<file path="src/rtl/stk_pkg.sv">
// Package: shared operation codes and sizing for the register stack.
// Assumes the stack depth is a power of two so that offsets wrap naturally.
package stk_pkg;
    localparam int STK_DEPTH = 8;
    localparam int STK_AW    = $clog2(STK_DEPTH);

    typedef enum logic [2:0] {
        OP_NOP   = 3'd0,
        OP_PUSH  = 3'd1,
        OP_POP   = 3'd2,
        OP_READ  = 3'd3,
        OP_WRITE = 3'd4,
        OP_WPOP  = 3'd5,
        OP_XCHG  = 3'd6,
        OP_RSVD  = 3'd7
    } stk_op_e;
endpackage

</file>
<file path="src/rtl/stk_ptr.sv">
// Module: top-of-stack pointer. Moves down by one on dec, up by one on inc,
// and wraps modulo 2**AW. Assumes inc and dec are never asserted together.
module stk_ptr #(
    parameter int AW = 3
) (
    input  logic          clk,
    input  logic          rst_n,
    input  logic          inc,
    input  logic          dec,
    output logic [AW-1:0] top
);
    // Pointer register: reset to zero, then step by one per push or pop.
    always_ff @(posedge clk) begin
        if (!rst_n)   top <= '0;
        else if (dec) top <= top - AW'(1);
        else if (inc) top <= top + AW'(1);
    end


    ptr_dec_chk: assert property (@(posedge clk) disable iff (!rst_n)
        dec |=> (top == AW'($past(top) - AW'(1))));

    ptr_inc_chk: assert property (@(posedge clk) disable iff (!rst_n)
        inc |=> (top == AW'($past(top) + AW'(1))));

    ptr_excl_chk: assert property (@(posedge clk) disable iff (!rst_n)
        !(inc && dec));
endmodule

</file>
<file path="src/rtl/stk_tags.sv">
// Module: per-entry valid tags. One set port (push) and one clear port (pop).
// Assumes control only sets empty entries and only clears valid ones.
module stk_tags #(
    parameter int N  = 8,
    parameter int AW = 3
) (
    input  logic          clk,
    input  logic          rst_n,
    input  logic          set_en,
    input  logic [AW-1:0] set_idx,
    input  logic          clr_en,
    input  logic [AW-1:0] clr_idx,
    output logic [N-1:0]  tag
);
    for (genvar e = 0; e < N; e++) begin : g_tag
        // Tag bit: cleared on reset, raised by push, dropped by pop.
        always_ff @(posedge clk) begin
            if (!rst_n)                                     tag[e] <= 1'b0;
            else if (set_en && set_idx == AW'(e))           tag[e] <= 1'b1;
            else if (clr_en && clr_idx == AW'(e))           tag[e] <= 1'b0;
        end
    end


    no_set_full_chk: assert property (@(posedge clk) disable iff (!rst_n)
        set_en |-> !tag[set_idx]);

    no_clr_empty_chk: assert property (@(posedge clk) disable iff (!rst_n)
        clr_en |-> tag[clr_idx]);

    tag_port_excl_chk: assert property (@(posedge clk) disable iff (!rst_n)
        !(set_en && clr_en));
endmodule

</file>
<file path="src/rtl/stk_data.sv">
// Module: data storage with two write ports and three combinational read
// ports. Port 1 wins when both ports write the same entry.
module stk_data #(
    parameter int W  = 16,
    parameter int N  = 8,
    parameter int AW = 3
) (
    input  logic          clk,
    input  logic          rst_n,
    input  logic          we0,
    input  logic [AW-1:0] wa0,
    input  logic [W-1:0]  wd0,
    input  logic          we1,
    input  logic [AW-1:0] wa1,
    input  logic [W-1:0]  wd1,
    input  logic [AW-1:0] ra0,
    input  logic [AW-1:0] ra1,
    input  logic [AW-1:0] ra2,
    output logic [W-1:0]  rd0,
    output logic [W-1:0]  rd1,
    output logic [W-1:0]  rd2
);
    logic [W-1:0] mem [N];

    for (genvar e = 0; e < N; e++) begin : g_ent
        // Entry register: cleared on reset, loaded from the winning port.
        always_ff @(posedge clk) begin
            if (!rst_n)                          mem[e] <= '0;
            else if (we1 && wa1 == AW'(e))       mem[e] <= wd1;
            else if (we0 && wa0 == AW'(e))       mem[e] <= wd0;
        end
    end

    // Read muxes: one per source port.
    assign rd0 = mem[ra0];
    assign rd1 = mem[ra1];
    assign rd2 = mem[ra2];


    wr_port1_chk: assert property (@(posedge clk) disable iff (!rst_n)
        we1 |=> (mem[$past(wa1)] == $past(wd1)));

    wr_port0_chk: assert property (@(posedge clk) disable iff (!rst_n)
        (we0 && !(we1 && wa1 == wa0)) |=> (mem[$past(wa0)] == $past(wd0)));
endmodule

</file>
<file path="src/rtl/stack_regfile.sv">
// Module: eight-level register stack addressed relative to the top pointer.
// Decodes one operation per cycle, guards it with the valid tags, and
// reports overflow/underflow one cycle later. A refused operation changes
// nothing. Assumes DEPTH is a power of two.
module stack_regfile
    import stk_pkg::*;
#(
    parameter int W     = 16,
    parameter int DEPTH = STK_DEPTH,
    localparam int AW   = $clog2(DEPTH)
) (
    input  logic          clk,
    input  logic          rst_n,
    input  logic [2:0]    op_i,
    input  logic [AW-1:0] idx_i,
    input  logic          use_idx_i,
    input  logic [W-1:0]  wdata_i,
    output logic [W-1:0]  opa_o,
    output logic [W-1:0]  opb_o,
    output logic          opa_vld_o,
    output logic          opb_vld_o,
    output logic [AW-1:0] top_o,
    output logic          ovf_o,
    output logic          unf_o
);
    stk_op_e       op;
    logic [AW-1:0] top, bsel, wsel, pa, pb, pw, pn;
    logic [DEPTH-1:0] tag;
    logic [W-1:0]  rd0, rd1, rd2;
    logic          push_ok, pop_ok, write_ok, wpop_ok, xchg_ok;
    logic          ovf_d, unf_d;
    logic          we0, we1;
    logic [AW-1:0] wa0, wa1;
    logic [W-1:0]  wd0, wd1;

    assign op = stk_op_e'(op_i);

    // Operand offsets: default source is st1; write target depends on the op.
    always_comb begin
        bsel = use_idx_i ? idx_i : AW'(1);
        if (op == OP_XCHG)                     wsel = idx_i;
        else if (op == OP_WRITE && !use_idx_i) wsel = '0;
        else                                   wsel = bsel;
    end

    // Physical indices: relative offsets added to the top pointer modulo DEPTH.
    assign pa = top;
    assign pb = top + bsel;
    assign pw = top + wsel;
    assign pn = top - AW'(1);

    // Guarded operation enables and error detection.
    always_comb begin
        push_ok  = 1'b0;
        pop_ok   = 1'b0;
        write_ok = 1'b0;
        wpop_ok  = 1'b0;
        xchg_ok  = 1'b0;
        ovf_d    = 1'b0;
        unf_d    = 1'b0;
        unique case (op)
            OP_PUSH:  begin push_ok  = !tag[pn];            ovf_d = tag[pn];               end
            OP_POP:   begin pop_ok   = tag[pa];             unf_d = !tag[pa];              end
            OP_READ:  begin                                 unf_d = !tag[pa] || !tag[pb];  end
            OP_WRITE: begin write_ok = tag[pw];             unf_d = !tag[pw];              end
            OP_WPOP:  begin wpop_ok  = tag[pa] && tag[pw];  unf_d = !(tag[pa] && tag[pw]); end
            OP_XCHG:  begin xchg_ok  = tag[pa] && tag[pw];  unf_d = !(tag[pa] && tag[pw]); end
            default:  begin end
        endcase
    end

    // Write-port steering: push and writes use port 0; exchange uses both.
    always_comb begin
        we0 = 1'b0;  wa0 = pw;  wd0 = wdata_i;
        we1 = 1'b0;  wa1 = pw;  wd1 = rd0;
        if (push_ok) begin
            we0 = 1'b1;
            wa0 = pn;
        end else if (write_ok || wpop_ok) begin
            we0 = 1'b1;
        end else if (xchg_ok) begin
            we0 = 1'b1;
            wa0 = pa;
            wd0 = rd2;
            we1 = 1'b1;
        end
    end

    stk_ptr #(.AW(AW)) u_ptr (
        .clk   (clk),
        .rst_n (rst_n),
        .inc   (pop_ok || wpop_ok),
        .dec   (push_ok),
        .top   (top)
    );

    stk_tags #(.N(DEPTH), .AW(AW)) u_tags (
        .clk     (clk),
        .rst_n   (rst_n),
        .set_en  (push_ok),
        .set_idx (pn),
        .clr_en  (pop_ok || wpop_ok),
        .clr_idx (pa),
        .tag     (tag)
    );

    stk_data #(.W(W), .N(DEPTH), .AW(AW)) u_data (
        .clk   (clk),
        .rst_n (rst_n),
        .we0   (we0),
        .wa0   (wa0),
        .wd0   (wd0),
        .we1   (we1),
        .wa1   (wa1),
        .wd1   (wd1),
        .ra0   (pa),
        .ra1   (pb),
        .ra2   (pw),
        .rd0   (rd0),
        .rd1   (rd1),
        .rd2   (rd2)
    );

    // Error pulse registers: one cycle after the offending operation.
    always_ff @(posedge clk) begin
        if (!rst_n) begin
            ovf_o <= 1'b0;
            unf_o <= 1'b0;
        end else begin
            ovf_o <= ovf_d;
            unf_o <= unf_d;
        end
    end

    assign opa_o     = rd0;
    assign opb_o     = rd1;
    assign opa_vld_o = tag[pa];
    assign opb_vld_o = tag[pb];
    assign top_o     = top;


    reset_state_chk: assert property (@(posedge clk)
        !rst_n |=> (top_o == '0 && !ovf_o && !unf_o && !opa_vld_o));

    push_lands_chk: assert property (@(posedge clk) disable iff (!rst_n)
        push_ok |=> (opa_vld_o && opa_o == $past(wdata_i)));

    no_overflow_chk: assert property (@(posedge clk) disable iff (!rst_n)
        (op == OP_PUSH && !push_ok) |=> (ovf_o && $stable(top_o)));

    pop_empty_chk: assert property (@(posedge clk) disable iff (!rst_n)
        (op == OP_POP && !pop_ok) |=> (unf_o && $stable(top_o)));

    xchg_swap_chk: assert property (@(posedge clk) disable iff (!rst_n)
        xchg_ok |=> (opa_o == $past(rd2)));

    flag_excl_chk: assert property (@(posedge clk) disable iff (!rst_n)
        !(ovf_o && unf_o));
endmodule

</file>
<file path="config.mk">
export PLATFORM = sky130hd
export DESIGN_NAME = stack_regfile
export DESIGN_NICKNAME = d
export VERILOG_FILES = /design/src/rtl/stk_pkg.sv /design/src/rtl/stk_ptr.sv /design/src/rtl/stk_tags.sv /design/src/rtl/stk_data.sv /design/src/rtl/stack_regfile.sv
export SDC_FILE = /design/constraint.sdc
export NUM_CORES = 1
export LEC_CHECK = 0
export ABC_CLOCK_PERIOD_IN_PS = 4750
export BUFFER_PORTS_ARGS = -buffer_cell sky130_fd_sc_hd__clkbuf_2
export CAP_MARGIN = 20
export CORE_ASPECT_RATIO = 1.1
export CORE_UTILIZATION = 40
export DETAILED_ROUTE_END_ITERATION = 8
export PLACE_DENSITY = 0.67
export SYNTH_ARGS = -nofsm -noshare
export SYNTH_HDL_FRONTEND = slang
export SYNTH_SLANG_ARGS = --single-unit
</file>
<file path="constraint.sdc">
create_clock -name clk -period 4.75 [get_ports clk]
set_input_delay 0.2375 -clock clk [delete_from_list [all_inputs] [get_ports clk]]
set_output_delay 0.2375 -clock clk [all_outputs]
set_load 0.02 [all_outputs]
</file>
==> metrics list <==
- The clock arrives with 8.64 ps of skew.
- Pre-antenna DRT Iters: 5
- Multiplexer cells account for 31.1% of the synthesized area.
- Routed WL per cell: 28.6 um
- The number of hold buffers added after CTS was 0.
- Uppermost routed layer: met4
* Root buffer cell: clkbuf_16
* Portion of the clock cycle consumed by the worst path in the final layout: 82.1%
- Capturing instance or port of the critical path: u_data.mem[1][3]
* Data required time at the worst endpoint: 4890 ps
- Synthesis produced 726 cells.
- The first global-routing pass estimated 47.9 mm of wire.
* Layout cell share with drive strength beyond 1: 38.5%
* Count of synthesis-stage warnings from yosys: 0
* Cell with the most instances after synthesis: edfxtp_1
* Number of sinks on the clock net: 144
- Summing internal, switching and leakage power gives 3.66 mW.
- Clock tree from TritonCTS: done
- The run finished with clean final reports.
- Wire length on met3: 3.19 mm
- In the synthesized netlist the async set-or-reset flop fraction comes to 0%.
- After detailed routing, the total wire length is 31.6 mm.
- The die is 152 um wide.
* Number of max-slew violations in the final report: 0
* Via count: 7783
* Top_reg_cell synth: edfxtp_1
- Kind of capture point of the worst setup path: flop
* Share of the synthesized area in compound gates (AO/OA/AOI/OAI): 14.1%
- The initial utilization of the core area, before any placement, comes to 41.3%.
- In the routed layout, each cell is associated on average with a via count of 7.04.
- Buffers inserted during clock tree synthesis total 17.
- The number of gates resized after CTS was 0.
* Count of maximum capacitance violations: 0
- Leakage: 3.77 nW
- At the later pin of the worst-skew pair, clock insertion delay measures 430 ps.
- Wire segments on met2 add up to 15.5 mm in the final route.
* Antenna-violating nets left: 0
- At the end of routability-driven placement, the weighted congestion stood at 0.865.
- Nets in the synthesized netlist: 763
- Adder-cell area share of the yosys netlist: 1.77%
* Initial drt markers: 908
- Final routed DRC violation total: 0
* Max VDD drop: 0.000261 V
- In this run the tool buffered the top-level ports with 63 buffer cells.
* Arrival time reported for the critical path endpoint: 4040 ps
- In this run the count of I/O pins placed on the die edge is 64.
* Seq/Total Area, Yosys: 42.1%
- Number of global-route vias before repair: 7961
- The worst pin sits at a relative slew slack of 34.4%.
* RR Endpoint: u_data.mem[1][3]
- Total global routing track utilization: 25.1%
- The initialized floorplan defines 59 standard-cell rows.
* WHS: 204 ps
- For this design the ratio of total power to cell area is 327 nW/um^2.
* Post-Place Setup Slack: 681 ps
- Core Area: 23900 um^2
- Shortest period the worst path allows: 3900 ps
- For this run, the post-layout net count is 827.
- Global route overflow: 0
- After clock tree synthesis, the clock-pin slew on the worst setup and hold paths is 60 ps.
* Average cell area after synthesis: 13.6 um^2
* Buffers inserted during post-CTS setup optimization: 0
- Along the worst path, the maximum fanout reaches 15.
- Setup Total Neg Slack: 0 ps
* Relative area change from synthesis to final layout: 13.3%
- The worst setup path is launched from a flop.
- Fraction of the mapped netlist area in simple logic gates: 6.78%
- Smallest setup slack after layout: 851 ps
- Distinct cells, synth: 59
- Worst setup startpoint: u_ptr.top[0]
- Synth cell count leaders: edfxtp_1, mux4_2, o22ai_1, nand2_1
* Setup repair after global routing missed its margin: no
- Crit Path Category: flop to flop
* Max Buffers Root-to-Sink: 2
- H-tree levels: 4
* Slack of the worst reg-to-reg path: 850 ps
- Largest net degree at the start of global routing: 42
- Of all cell types, the one taking the most synthesized area is edfxtp_1.
- The min-delay analysis places its worst path in the category input port to flop.
- The worst register-to-register path begins at u_ptr.top[0].
- The cell area that synthesis handed to floorplanning was 9880 um^2.
- In this run the biggest area consumer among cell types represents 38.9% of the synthesized area.
- The number of antenna diodes in the final layout is 0.
- Vert. Die Dim: 167 um
- Counting instances, the worst hold path has a depth of 3.
- Final-report hold violation count: 0
* Setup violations, final: 0
- In this run, synthesis produced a sequential element count of 144.
- For this block, wires on met1 add up to 11.2 mm.
* Reg2reg path depth: 8
- Count of flip-flops with a built-in enable after synthesis: 128
- At the pin with the least slew margin, the transition time is 982 ps.
* Ranking of synthesized cells by area: edfxtp_1, mux4_2, o22ai_1
- Half-perimeter wire length of the detailed placement result: 20.6 mm
- Dominant combinational cell family by area after synthesis: multiplexers
* Peak clock frequency supported by timing: 256 MHz
* Number of antenna violations at the first check in global routing: 0
- Die area: 25300 um^2
- Xor-xnor portion of the synthesized cell area: 0.355%
==> metal layers <==
metal	global-route usage [%]	vias to the layer above
li1	-	3187
met1	29.4	3921
met2	41.6	543
met3	6.77	132
met4	14.3	0
met5	0	-
==> worst min-delay path by stage <==
stage                  startpoint             to  slack (ps)
floorplan                 op_i[1]          unf_o         440
global placement    u_tags.tag[6]  u_tags.tag[6]         520
detailed placement  u_tags.tag[6]  u_tags.tag[6]         530
CTS                       op_i[1]          unf_o         200
global route              op_i[1]          unf_o         240
finish                    op_i[1]          unf_o         200
==> registers in the layout, indices dropped and copies added (netlist names), named ones only <==
register / count
u_data.mem: 128
unf_o: 1
u_ptr.top: 3
u_tags.tag: 8
ovf_o: 1
==> critical path, cell delays in order, from the launching register on <==
cell and delay [ps]:
dfxtp_1 490, ha_2 240, fa_2 470, mux4_2 260
nand2_1 100, a211oi_2 480, nand2_1 550, nand2_1 810
o32ai_1 190
==> per-stage QoR <==
stage,util [%],area [um^2],instances
CTS,46.8,11200,1106
finish,46.8,11200,1106
global placement,44.5,10700,1075
global route,46.8,11200,1106
floorplan,-,9880,726
detailed placement,44.6,10700,1076
==> placed cells by master, fill, tap and decap left out, types with 17 or more instances in the layout <==
cell,instances
edfxtp_1,128
inv_1,29
buf_4,38
mux2i_1,36
nand2_1,49
o32ai_1,21
nand2b_1,17
clkbuf_16,17
mux2_2,36
o22ai_1,95
mux4_2,102
clkbuf_2,63
==> layout make-up <==
type	count	area, um^2
fillers	2114	12700
multi-input cells	495	5370
flip-flops and latches	144	4170
repair buffers	103	636
clock buffers	18	429
well taps	305	382
inverters	29	109
clock inverters	12	96.3
==> cell families after synthesis <==
group	Yosys count
compound gates	182
buf+inv	87
simple gates	121
fa+ha+maj	13
xor+xnor	4
mux	175
flops	144
==> power by group <==
part	switching, mW	leakage, nW	internal, mW	total [mW]
Clock	0.533	0.250	0.706	1.24
Sequential	0.0575	1.46	1.43	1.49
Combinational	0.526	2.06	0.403	0.929
Power figures use the tool's default switching activity.
